[src/rtl/fau_pkg.sv]
package fau_pkg;
  typedef enum logic [2:0] {
    OP_IDLE = 3'd0,
    OP_INC  = 3'd1,
    OP_GOTO = 3'd2,
    OP_CALL = 3'd3,
    OP_RET  = 3'd4,
    OP_PCL  = 3'd5
  } op_e;
endpackage

[src/rtl/fau_hold_reg.sv]
module fau_hold_reg #(
  parameter int W = 5
) (
  input  logic         clk_i,
  input  logic         rst_ni,
  input  logic         we_i,
  input  logic [W-1:0] d_i,
  output logic [W-1:0] q_o
);
  always_ff @(posedge clk_i or negedge rst_ni) begin
    if (!rst_ni)   q_o <= '0;
    else if (we_i) q_o <= d_i;
  end

  assert_hold_stable_R7: assert property (@(posedge clk_i) disable iff (!rst_ni)
    !we_i |=> $stable(q_o));
endmodule

[src/rtl/fau_ret_stack.sv]
module fau_ret_stack #(
  parameter int DEPTH = 8,
  parameter int W     = 13
) (
  input  logic         clk_i,
  input  logic         rst_ni,
  input  logic         push_i,
  input  logic         pop_i,
  input  logic [W-1:0] d_i,
  output logic [W-1:0] top_o
);
  localparam int PW = $clog2(DEPTH);

  logic [PW-1:0] ptr_q;
  logic [PW-1:0] ptr_dec;
  logic [W-1:0]  mem_q [DEPTH];

  assign ptr_dec = ptr_q - PW'(1);
  assign top_o   = mem_q[ptr_dec];

  // circular pointer: overflow silently overwrites the oldest slot
  always_ff @(posedge clk_i or negedge rst_ni) begin
    if (!rst_ni) begin
      ptr_q <= '0;
      for (int i = 0; i < DEPTH; i++) mem_q[i] <= '0;
    end else if (push_i) begin
      mem_q[ptr_q] <= d_i;
      ptr_q        <= ptr_q + PW'(1);
    end else if (pop_i) begin
      ptr_q <= ptr_dec;
    end
  end

  assert_push_adv_R9: assert property (@(posedge clk_i) disable iff (!rst_ni)
    push_i |=> ptr_q == $past(ptr_q) + PW'(1));
  assert_pop_back_R9: assert property (@(posedge clk_i) disable iff (!rst_ni)
    (pop_i && !push_i) |=> ptr_q == $past(ptr_q) - PW'(1));
  assert_push_top_R9: assert property (@(posedge clk_i) disable iff (!rst_ni)
    push_i |=> top_o == $past(d_i));
endmodule

[src/rtl/fetch_addr_unit.sv]
module fetch_addr_unit
  import fau_pkg::*;
#(
  parameter int PC_W   = 13,
  parameter int LIT_W  = 11,
  parameter int HOLD_W = 5,
  parameter int DEPTH  = 8,
  parameter int ADDR_W = 13
) (
  input  logic              clk_i,
  input  logic              rst_ni,
  input  logic              irq_i,
  input  logic [2:0]        op_i,
  input  logic [LIT_W-1:0]  lit_i,
  input  logic [7:0]        pcl_d_i,
  input  logic              hold_we_i,
  input  logic [HOLD_W-1:0] hold_d_i,
  output logic [PC_W-1:0]   fetch_addr_o,
  output logic [7:0]        pcl_o,
  output logic [HOLD_W-1:0] hold_o
);
  localparam int            PAGE_W = PC_W - LIT_W;
  localparam logic [PC_W-1:0] IRQ_VEC = PC_W'(4);
  localparam logic [PC_W-1:0] MASK    = PC_W'((64'd1 << ADDR_W) - 64'd1);

  logic [PC_W-1:0]   pc_q, pc_d, pc_inc, push_d, stk_top;
  logic [HOLD_W-1:0] hold_q;
  logic              push, pop;
  op_e               op;

  assign op     = op_e'(op_i);
  assign pc_inc = pc_q + PC_W'(1);

  fau_hold_reg #(.W(HOLD_W)) u_hold (
    .clk_i (clk_i),
    .rst_ni(rst_ni),
    .we_i  (hold_we_i),
    .d_i   (hold_d_i),
    .q_o   (hold_q)
  );

  fau_ret_stack #(.DEPTH(DEPTH), .W(PC_W)) u_stack (
    .clk_i (clk_i),
    .rst_ni(rst_ni),
    .push_i(push),
    .pop_i (pop),
    .d_i   (push_d),
    .top_o (stk_top)
  );

  always_comb begin
    pc_d   = pc_q;
    push   = 1'b0;
    pop    = 1'b0;
    push_d = pc_inc;
    if (irq_i) begin
      pc_d   = IRQ_VEC;
      push   = 1'b1;
      push_d = pc_q;
    end else begin
      unique case (op)
        OP_INC:  pc_d = pc_inc;
        OP_GOTO: pc_d = {hold_q[HOLD_W-1 -: PAGE_W], lit_i};
        OP_CALL: begin
          pc_d = {hold_q[HOLD_W-1 -: PAGE_W], lit_i};
          push = 1'b1;
        end
        OP_RET: begin
          pc_d = stk_top;
          pop  = 1'b1;
        end
        OP_PCL:  pc_d = {hold_q, pcl_d_i};
        default: pc_d = pc_q;
      endcase
    end
  end

  always_ff @(posedge clk_i or negedge rst_ni) begin
    if (!rst_ni) pc_q <= '0;
    else         pc_q <= pc_d;
  end

  assign fetch_addr_o = pc_q & MASK;
  assign pcl_o        = pc_q[7:0];
  assign hold_o       = hold_q;

  assert_irq_vec_R8: assert property (@(posedge clk_i) disable iff (!rst_ni)
    irq_i |=> pc_q == IRQ_VEC);
  assert_inc_step_R2: assert property (@(posedge clk_i) disable iff (!rst_ni)
    (!irq_i && op_i == 3'd1) |=> pc_q == $past(pc_q) + PC_W'(1));
  assert_branch_page_R3: assert property (@(posedge clk_i) disable iff (!rst_ni)
    (!irq_i && (op_i == 3'd2 || op_i == 3'd3)) |=>
      (pc_q[LIT_W-1:0] == $past(lit_i)) &&
      (pc_q[PC_W-1:LIT_W] == $past(hold_o[HOLD_W-1 -: PAGE_W])));
  assert_pcl_upper_R6: assert property (@(posedge clk_i) disable iff (!rst_ni)
    (!irq_i && op_i == 3'd5) |=> pc_q == {$past(hold_o), $past(pcl_d_i)});
  assert_ret_hold_R5: assert property (@(posedge clk_i) disable iff (!rst_ni)
    (!irq_i && op_i == 3'd4 && !hold_we_i) |=> $stable(hold_o));
endmodule

[config.mk]
export PLATFORM = sky130hd
export DESIGN_NAME = fetch_addr_unit
export DESIGN_NICKNAME = d
export VERILOG_FILES = /design/src/rtl/fau_pkg.sv /design/src/rtl/fau_hold_reg.sv /design/src/rtl/fau_ret_stack.sv /design/src/rtl/fetch_addr_unit.sv
export SDC_FILE = /design/constraint.sdc
export NUM_CORES = 1
export LEC_CHECK = 0
export ABC_AREA = 1
export ABC_CLOCK_PERIOD_IN_PS = 7400
export BUFFER_PORTS_ARGS = -buffer_cell sky130_fd_sc_hd__buf_2
export CAP_MARGIN = 20
export CORE_ASPECT_RATIO = 0.6
export CORE_MARGIN = 10
export CORE_UTILIZATION = 45
export CTS_CLUSTER_SIZE = 28
export DETAILED_ROUTE_END_ITERATION = 6
export PLACE_DENSITY = 0.71
export SKIP_CTS_REPAIR_TIMING = 1
export SLEW_MARGIN = 20
export SYNTH_ARGS = -nofsm -noshare
export SYNTH_HDL_FRONTEND = slang
export SYNTH_HIERARCHICAL = 1
export SYNTH_SLANG_ARGS = --single-unit
[constraint.sdc]
create_clock -name clk_i -period 7.4 [get_ports clk_i]
set_clock_uncertainty 0.2 [all_clocks]
set_input_delay 0.74 -clock clk_i [delete_from_list [all_inputs] [get_ports clk_i]]
set_output_delay 0.74 -clock clk_i [all_outputs]
set_load 0.1 [all_outputs]
==> impl_metrics.py, run 1 <==
metrics = {
    "run_status": {
        "status": "completed",
    },
    "setup_path": {
        "worstSetupStartpointType": "register",
        "crit_buf_inv": 2,
        "critPathMaxStageDelay_ns": 1.11,
        "path_cells": "inv_2, ha_1, inv_2, nand3_1, nand2_1, nand2_1, nand2_1, nand3_1, nand3_1, nand2_1, a21oi_1",
        "path_delay_family": "buffers and inverters",
        "cp.arrival_ns": 4.52,
        "critical_path_class": "reg2reg",
        "cp_data_required_time_ns": 7.50,
        "cp_max_fo": 56,
        "critPathCaptureType": "register",
        "cpMaxStageDelayCell": "ha_1",
        "crit_top_cell": "nand2_1",
    },
    "floorplanning": {
        "core_um2": 15200,
        "die_h_um": 116,
        "dieArea_um2": 21000,
        "die_w_um": 181,
        "start_util": 0.457,
        "num_rows": 35,
        "io_pins": 57,
    },
    "global_route": {
        "grt_overflow": 0,
        "antenna_found_initial": 0,
        "grt_pass1_wl_um": 31700,
        "grt_pass1_vias": 5969,
        "grt_max_degree": 69,
        "track_usage": 0.186,
    },
    "clock_tree": {
        "clk_latency_ns": 0.42,
        "path_clk_slew_ns": 0.06,
        "cts_buffers": 17,
        "cts_tree": "built",
        "cts_sinks": 125,
        "root_buffer": "clkbuf_16",
        "cts.path.max_buffers": 2,
        "cts-htree-levels": 4,
    },
    "power_and_ir_drop": {
        "intPower_mw": 1.92,
        "p_clk_frac": 0.249,
        "vdd_drop_max_mv": 0.233,
        "p_switching_mw": 1.57,
        "p_seq_frac": 0.327,
        "power_density_nw_per_um2": 444,
        "total_power_mw": 3.49,
        "power_frac_comb": 0.423,
        "switching_share": 0.450,
        "p_leak_nw": 4.09,
    },
    "synth": {
        "ys_ff_latch": 125,
        "synth.avg_cell_area_um2": 7.00,
        "synth_cell_types": 30,
        "syn_area_um2": 6970,
        "netlist_top_cells_area": "dfrtp_1, nand2_1, inv_1",
        "synth_fp_nets": 1031,
        "yosysTopAreaCell": "dfrtp_1",
        "synthCells": 995,
        "netlist.area_leader.share": 0.449,
        "yosysSeqAreaShare": 0.449,
        "ys_warn_count": 6,
    },
    "timing": {
        "setup_viol": 0,
        "worst_slew_pin_slew_ns": 1.07,
        "period_share": 0.597,
        "tns_ns": 0,
        "max_freq_ghz": 0.226,
        "drv_slew": 0,
        "hold_violations": 0,
        "fin_crit_ns": 4.42,
        "slew_headroom": 0.283,
        "setup_slack_ns": 2.98,
        "rsz0062_at_grt": "false",
    },
    "placed_design": {
        "dpl.hpwl_um": 13400,
        "place_congestion": 0.937,
        "post-place-ws_ns": 3.05,
        "port_buffers": 56,
    },
    "cells_and_area": {
        "nFillCells": 1483,
        "layout_common_cells": "nand2_1, inv_1, dfrtp_1",
        "antennaDiodeCount": 0,
        "syn_to_final_growth_pct": 12.9,
        "regArea_um2": 3130,
        "multi_input_area_um2": 2990,
        "final_net_count": 1057,
        "mostFrequentLayoutCell": "nand2_1",
        "drive_gt1_frac": 0.123,
    },
    "routing": {
        "dr.pass1.iters": 6,
        "totalWireLength_um": 19500,
        "antenna_left": 0,
        "post_drt_wl_per_cell_um": 15.8,
        "avgViaCountPerCell": 5.23,
        "drt_iter0_markers": 858,
        "drc": 0,
        "vias": 6469,
    },
    "hold_path": {
        "hp-class": "in2async",
    },
    "job": {
        "cap_violations": 0,
    },
}
path summary, 6_finish.rpt:
kind                                    from                 end  slack (ns)  cells after the start
min in group clk_i         u_stack/mem_q[92]   u_stack/mem_q[92]        0.28                      2
max in group asynchronous             rst_ni  u_stack/mem_q[101]        5.48                      2
max reg2reg                 u_stack/ptr_q[0]     fetch_addr_o[2]        2.98                     11
min                                   rst_ni   u_stack/mem_q[40]        0.21                      1
min reg2reg                u_stack/mem_q[92]   u_stack/mem_q[92]        0.28                      2
max                         u_stack/ptr_q[0]     fetch_addr_o[2]        2.98                     11
layer usage:
layer	up-vias	GRT usage	part of all wire
met5	-	0	0
met4	0	0.0397	0.012
met3	23	0.0498	0.091
met2	270	0.269	0.42
met1	3058	0.270	0.48
li1	3118	-	-
power by group through the flow:
stage | Sequential [mW] | Clock (mW) | Combinational (mW)
2_1_floorplan | 1.15 | 0 | 1.12
3_3_place_gp | 1.14 | 0 | 1.43
3_5_place_dp | 1.14 | 0 | 1.45
4_1_cts | 1.14 | 0.880 | 1.47
5_1_grt | 1.18 | 0.912 | 1.69
6_report | 1.14 | 0.871 | 1.48
final cells by class:
cell class | instances | share of cell area
Sequential cell | 125 | 0.398
Multi-Input combinational cell | 665 | 0.380
Inverter | 155 | 0.0740
Clock buffer | 19 | 0.0576
Timing Repair Buffer | 57 | 0.0369
Tap cell | 203 | 0.0323
Clock inverter | 13 | 0.0210
synthesized netlist by cell type, drive strengths merged:
cell type and number:
o211ai 1, clkbuf 12, xor2 3, o21ai 118, nand3b 2, xnor2 4
o31ai 1, buf 38, nand2 390, inv 155, nor2 30, a31oi 3
dfrtp 125, nor3 2, ha 5, nand4 5, a21oi 14, nand3 87
state kept, by name, indices dropped and copies added (netlist names):
register	cells
u_stack/mem_q	104
fetch_addr_o	13
u_hold/q_o	5
u_stack/ptr_q	3
per-stage QoR:
step	hold slack [ns]	cell area, um^2	cells	utilization
floorplan	0.244	6970	995	-
global route	0.263	7860	1237	0.516
global placement	0.267	7250	1205	0.475
CTS	0.237	7860	1237	0.516
finish	0.206	7860	1237	0.516
detailed placement	0.273	7250	1205	0.475
logic make-up after synthesis:
logic type | after synthesis | share of synthesized area
AOI/OAI and AO/OA | 137 | 0.0997
xor gates and xnor gates | 7 | 0.00988
adders and majority gates | 5 | 0.00898
buffers and inverters | 205 | 0.122
DFF | 125 | 0.449
and+or+nand+nor | 516 | 0.311
(Power assumes the default switching activity.)
==> run 2: changes to the inputs <==
--- a/config.mk
+++ b/config.mk
@@ -5,8 +5,8 @@
 export SDC_FILE = /design/constraint.sdc
 export NUM_CORES = 1
 export LEC_CHECK = 0
-export ABC_AREA = 1
-export ABC_CLOCK_PERIOD_IN_PS = 7400
+export ABC_AREA = 0
+export ABC_CLOCK_PERIOD_IN_PS = 3750
 export BUFFER_PORTS_ARGS = -buffer_cell sky130_fd_sc_hd__buf_2
 export CAP_MARGIN = 20
 export CORE_ASPECT_RATIO = 0.6
@@ -14,7 +14,7 @@
 export CORE_UTILIZATION = 45
 export CTS_CLUSTER_SIZE = 28
 export DETAILED_ROUTE_END_ITERATION = 6
-export PLACE_DENSITY = 0.71
+export PLACE_DENSITY = 0.73
 export SKIP_CTS_REPAIR_TIMING = 1
 export SLEW_MARGIN = 20
 export SYNTH_ARGS = -nofsm -noshare
==> constraint.sdc (replaced) <==
create_clock -name clk_i -period 3.75 [get_ports clk_i]
set_clock_uncertainty 0.2 [all_clocks]
set_input_delay 0.375 -clock clk_i [delete_from_list [all_inputs] [get_ports clk_i]]
set_output_delay 0.375 -clock clk_i [all_outputs]
set_load 0.1 [all_outputs]
==> run 2 against run 1 <==
Compared with the run above: worst hold slack worse by 0.21 ns; global-route usage down 0.93 points; sequential power up 96%; clock power up 83%; clock-buffer cell count unchanged; non-clock buffer count up 18; critical path depth down 1; wire length down 10%; register-to-register slack worse by 2.3 ns; total power up 110%; fmax up 43%; combinational power up 130%.
==> impl_metrics.py, run 2 <==
metrics = {
    "synth": {
        "ys_ff_latch": 125,
        "synth_ff_type": "dfrtp_1",
        "ys_warn_count": 6,
        "synthTopCellsByCount": "dfrtp_1, mux2_2, mux2i_1, nand3_1, buf_2",
        "synth.avg_cell_area_um2": 11.8,
        "synth_edf_count": 0,
        "synthCells": 566,
        "yosysSeqAreaShare": 0.469,
        "synth_fp_nets": 602,
        "synth_cell_types": 49,
        "yosysMostFrequentCell": "dfrtp_1",
        "yosysTopAreaCell": "dfrtp_1",
        "netlist.area_leader.share": 0.469,
        "ys_async_sr_fraction": 1.00,
        "syn_area_um2": 6670,
        "netlist_top_cells_area": "dfrtp_1, mux2_2, mux2i_1",
    },
    "setup_path": {
        "critical_path_class": "reg2reg",
        "critPathMaxStageDelay_ns": 0.50,
        "crit_buf_inv": 2,
        "worstSetupStartpointType": "register",
        "cpMaxStageDelayCell": "xor2_2",
        "cp_max_fo": 11,
        "path_cells": "inv_1, ha_2, xor2_2, buf_4, nand3_1, and4_1, mux2_2, a221oi_1, a211oi_1, o22a_1",
        "cp_data_required_time_ns": 3.83,
        "cp.arrival_ns": 3.17,
        "critPathCaptureType": "register",
        "path_delay_family": "compound AO/OA/AOI/OAI gates",
    },
    "floorplanning": {
        "dieArea_um2": 20300,
        "start_util": 0.460,
        "num_rows": 34,
        "core_um2": 14500,
        "die_h_um": 114,
        "die_w_um": 177,
        "io_pins": 57,
    },
    "clock_tree": {
        "root_buffer": "clkbuf_16",
        "path_clk_slew_ns": 0.06,
        "cts_sinks": 125,
        "cts_buffers": 17,
        "cts.path.max_buffers": 2,
        "cts-htree-levels": 4,
        "clk_latency_ns": 0.40,
        "cts_tree": "built",
    },
    "cells_and_area": {
        "multi_input_area_um2": 3290,
        "nFillCells": 1220,
        "final_net_count": 645,
        "antennaDiodeCount": 0,
        "finish.utilization": 0.531,
        "mostFrequentLayoutCell": "dfrtp_1",
        "layout_common_cells": "dfrtp_1, mux2_2, nand3_1, mux2i_1, buf_2",
        "largest-register": "u_stack/mem_q",
        "drive_gt1_frac": 0.377,
        "syn_to_final_growth_pct": 15.5,
        "regArea_um2": 3130,
        "largest_reg_flops": 104,
    },
    "placed_design": {
        "port_buffers": 56,
        "post-place-ws_ns": 0.682,
        "place_congestion": 0.888,
        "dpl.hpwl_um": 12000,
    },
    "timing": {
        "timing.hold.ws_ns": 0.000801,
        "period_share": 0.823,
        "setup_viol": 0,
        "fin_crit_ns": 3.09,
        "tns_ns": 0,
        "hold_violations": 0,
        "max_freq_ghz": 0.324,
        "rsz0062_at_grt": "false",
        "slew_headroom": 0.338,
        "worst_slew_pin_slew_ns": 0.986,
        "setup_slack_ns": 0.663,
        "drv_slew": 0,
    },
    "routing": {
        "drc": 0,
        "dr.pass1.iters": 5,
        "drt_iter0_markers": 538,
        "avgViaCountPerCell": 5.97,
        "vias": 4882,
        "post_drt_wl_per_cell_um": 21.4,
        "totalWireLength_um": 17500,
        "antenna_left": 0,
    },
    "run_status": {
        "status": "completed",
    },
    "power_and_ir_drop": {
        "vdd_drop_max_mv": 0.472,
        "p_leak_nw": 3.55,
        "power_density_nw_per_um2": 937,
    },
    "global_route": {
        "track_usage": 0.176,
        "antenna_found_initial": 0,
        "grt_pass1_wl_um": 28300,
        "grt_max_degree": 65,
        "grt_overflow": 0,
        "grt_pass1_vias": 5011,
    },
    "hold_path": {
        "hp-class": "in2reg",
    },
    "job": {
        "cap_violations": 0,
    },
}
run 2: logic make-up after synthesis:
logic type / Yosys count / share of synthesized area
AO/OA/AOI/OAI: 60 / 0.0624
XOR/XNOR: 16 / 0.0221
buffers and inverters: 56 / 0.0431
flip-flops: 125 / 0.469
AND/OR/NAND/NOR: 130 / 0.111
multiplexers: 174 / 0.283
adder cells (fa/ha/maj): 5 / 0.00938
run 2: layout make-up:
class / count / share of cell area
multi-input combinational: 385 / 0.427
clock inverter: 11 / 0.0156
sequential: 125 / 0.406
clock buffer: 19 / 0.0587
inverter: 5 / 0.00243
tap: 198 / 0.0321
timing repair buffer: 75 / 0.0587
run 2: worst paths after layout:
check,end,depth (start not counted),startpoint,slack [ns]
max,fetch_addr_o[3],10,u_stack/ptr_q[1],0.66
min,u_hold/q_o[3],2,hold_d_i[3],0.0008
max reg2reg,fetch_addr_o[3],10,u_stack/ptr_q[1],0.66
min reg2reg,u_stack/mem_q[3],1,u_stack/mem_q[3],0.30
max in group asynchronous,u_stack/mem_q[68],3,rst_ni,2.09
min in group asynchronous,u_stack/mem_q[12],2,rst_ni,0.43
run 2: power breakdown:
part / switching [mW] / internal, mW / leakage [nW]
Sequential: 0.353 / 1.88 / 1.58
Combinational: 1.91 / 1.49 / 1.70
Clock: 0.590 / 1.00 / 0.276
Total: 2.85 / 4.37 / 3.55
run 2: per-stage QoR:
step / area (um^2) / power [mW] / std cells
global route: 7710 / 7.63 / 818
floorplan: 6670 / 4.76 / 566
global placement: 7120 / 5.47 / 787
detailed placement: 7120 / 5.61 / 787
CTS: 7700 / 7.24 / 817
finish: 7710 / 7.23 / 818
run 2: layer usage:
metal  up-vias  track usage  wire, um
met5         -            0         0
met4         0       0.0524       164
met3        20       0.0530      1480
met2       183        0.265      7980
met1      2511        0.241      7870
li1       2168            -         -
run 2: worst reg2reg max path, stage by stage, from the launching register on:
cell and delay, ns:
dfrtp_1 0.44, inv_1 0.11, ha_2 0.25, xor2_2 0.50, buf_4 0.28, nand3_1 0.08
and4_1 0.21, mux2_2 0.25, a221oi_1 0.31, a211oi_1 0.10, o22a_1 0.24
==> run 3: changes to the inputs <==
--- a/config.mk
+++ b/config.mk
@@ -6,7 +6,7 @@
 export NUM_CORES = 1
 export LEC_CHECK = 0
 export ABC_AREA = 0
-export ABC_CLOCK_PERIOD_IN_PS = 3750
+export ABC_CLOCK_PERIOD_IN_PS = 3000
 export BUFFER_PORTS_ARGS = -buffer_cell sky130_fd_sc_hd__buf_2
 export CAP_MARGIN = 20
 export CORE_ASPECT_RATIO = 0.6
@@ -14,7 +14,7 @@
 export CORE_UTILIZATION = 45
 export CTS_CLUSTER_SIZE = 28
 export DETAILED_ROUTE_END_ITERATION = 6
-export PLACE_DENSITY = 0.73
+export PLACE_DENSITY = 0.71
 export SKIP_CTS_REPAIR_TIMING = 1
 export SLEW_MARGIN = 20
 export SYNTH_ARGS = -nofsm -noshare
==> constraint.sdc (replaced) <==
create_clock -name clk_i -period 3 [get_ports clk_i]
set_clock_uncertainty 0.2 [all_clocks]
set_input_delay 0.3 -clock clk_i [delete_from_list [all_inputs] [get_ports clk_i]]
set_output_delay 0.3 -clock clk_i [all_outputs]
set_load 0.1 [all_outputs]
==> run 3 against run 2 <==
Compared with the run above: critical path depth unchanged; combinational power increased by 33%; flip-flop and latch count unchanged; clock-buffer cell count unchanged; design area increased by 3.1%; critical endpoint is now fetch_addr_o[4]; largest cell class unchanged.
==> impl_metrics.py, run 3 (same netlist as run 2, synthesis figures left out) <==
metrics = {
    "run_status": {
        "status": "completed",
    },
    "placed_design": {
        "placed_cells": 804,
        "place_congestion": 0.915,
        "port_buffers": 56,
        "dpl.hpwl_um": 12800,
    },
    "timing": {
        "max_freq_ghz": 0.355,
        "slew_headroom": 0.394,
        "worst_slew_pin_slew_ns": 0.900,
        "fin_crit_ns": 2.82,
        "setup_viol": 0,
        "period_share": 0.939,
        "tns_ns": 0,
        "hold_violations": 0,
        "rsz0062_at_grt": "false",
        "drv_slew": 0,
    },
    "global_route": {
        "track_usage": 0.181,
        "grt_max_degree": 57,
        "grt_pass1_wl_um": 28700,
        "grt_pass1_vias": 5229,
        "grt_overflow": 0,
        "antenna_found_initial": 0,
    },
    "setup_path": {
        "worstSetupStartpointType": "register",
        "r2r_setup_slack_ns": 0.18,
        "crit_buf_inv": 2,
        "cp_data_required_time_ns": 3.10,
        "path_delay_family": "compound AO/OA/AOI/OAI gates",
        "r2r.worst_path.cells": 10,
        "cp_max_fo": 36,
        "cp.arrival_ns": 2.91,
        "cpMaxStageDelayCell": "ha_2",
        "timing.rr.start": "u_stack/ptr_q[1]",
        "critical_path_class": "reg2reg",
        "critPathMaxStageDelay_ns": 0.39,
        "path_cells": "inv_1, ha_2, buf_12, mux2i_1, nand3_1, and4_1, mux2_2, a221oi_1, a311oi_1, o22a_1",
        "worstReg2RegEnd": "fetch_addr_o[4]",
        "critPathCaptureType": "register",
    },
    "clock_tree": {
        "cts_tree": "built",
        "cts-htree-levels": 4,
        "cts_sinks": 125,
        "root_buffer": "clkbuf_16",
        "cts_buffers": 17,
        "path_clk_slew_ns": 0.06,
        "cts.path.max_buffers": 2,
        "clk_latency_ns": 0.42,
    },
    "hold_path": {
        "min_to": "u_hold/q_o[1]",
        "min_from": "hold_we_i",
        "min_path_cells": 2,
        "hp-class": "in2reg",
    },
    "power_and_ir_drop": {
        "p_leak_nw": 3.68,
        "intPower_mw": 5.67,
        "vdd_drop_max_mv": 0.598,
        "p_clk_frac": 0.221,
        "power_density_nw_per_um2": 1180,
        "total_power_mw": 9.37,
        "switching_share": 0.395,
        "p_seq_frac": 0.296,
        "p_switching_mw": 3.70,
        "power_frac_comb": 0.483,
    },
    "routing": {
        "drc": 0,
        "post_drt_wl_per_cell_um": 21.5,
        "antenna_left": 0,
        "dr.pass1.iters": 5,
        "totalWireLength_um": 18100,
        "avgViaCountPerCell": 6.02,
        "drt_iter0_markers": 514,
        "vias": 5067,
    },
    "cells_and_area": {
        "mostFrequentLayoutCell": "dfrtp_1",
        "layoutNonFillerInstCount": 841,
        "largest_reg_flops": 104,
        "largest-register": "u_stack/mem_q",
        "syn_to_final_growth_pct": 19.1,
        "final_net_count": 667,
        "layout_common_cells": "dfrtp_1, mux2_2, nand3_1, mux2i_1, buf_2",
        "antennaDiodeCount": 0,
        "finish.utilization": 0.548,
        "drive_gt1_frac": 0.389,
    },
    "job": {
        "cap_violations": 0,
    },
    "floorplanning": {
        "io_pins": 57,
        "start_util": 0.460,
        "core_um2": 14500,
        "dieArea_um2": 20300,
        "die_h_um": 114,
        "num_rows": 34,
        "die_w_um": 177,
    },
}
==> run 3: final cells by class <==
class	count	area [um^2]
multi-input cells	385	3310
clock inverters	12	146
inverters	5	18.8
clock buffers	19	443
flip-flops and latches	125	3130
fillers	1200	6560
well taps	198	248
repair buffers	97	656
==> run 3: worst register-to-register path, delay by kind of cell, from the launching register on <==
family          cells  cell delay, ns
fa+ha+maj           1            0.39
compound gates      3            0.56
mux                 2            0.58
flops               1            0.34
simple gates        2            0.30
buf+inv             2            0.32
==> run 3: metrics by stage <==
stage / setup slack, ns / hold slack [ns] / instance area (um^2)
6_report: 0.184 / 0.133 / 7950
5_1_grt: 0.0316 / 0.150 / 7950
2_1_floorplan: 0.00445 / -0.196 / 6740
3_3_place_gp: 0.240 / 0.117 / 7290
3_5_place_dp: 0.137 / 0.122 / 7290
4_1_cts: 0.134 / -0.318 / 7880
==> run 3: worst max-delay path by stage <==
| stage | startpoint | endpoint | slack (ns) | depth (start not counted) |
|---|---|---|---|---|
| detailed placement | u_stack/ptr_q[0] | fetch_addr_o[2] | 0.14 | 9 |
| global placement | u_stack/ptr_q[0] | fetch_addr_o[4] | 0.24 | 10 |
| CTS | u_stack/ptr_q[0] | fetch_addr_o[2] | 0.13 | 9 |
| floorplan | u_stack/ptr_q[0] | fetch_addr_o[2] | 0.004 | 13 |
| global route | u_stack/ptr_q[0] | fetch_addr_o[4] | 0.03 | 10 |
| finish | u_stack/ptr_q[1] | fetch_addr_o[4] | 0.18 | 10 |
==> run 3: power by group through the flow <==
stage | Clock, mW | Combinational, mW | Sequential, mW
finish | 2.07 | 4.53 | 2.77
global route | 2.17 | 4.80 | 2.85
CTS | 2.09 | 4.47 | 2.76
detailed placement | 0 | 4.43 | 2.78
global placement | 0 | 4.31 | 2.72
floorplan | 0 | 3.21 | 2.93
==> run 3: layer usage <==
layer	up-vias	track usage	part of all wire
li1	2223	-	-
met1	2579	0.243	0.44
met2	223	0.271	0.45
met3	42	0.0504	0.082
met4	0	0.0731	0.029
met5	-	0	0
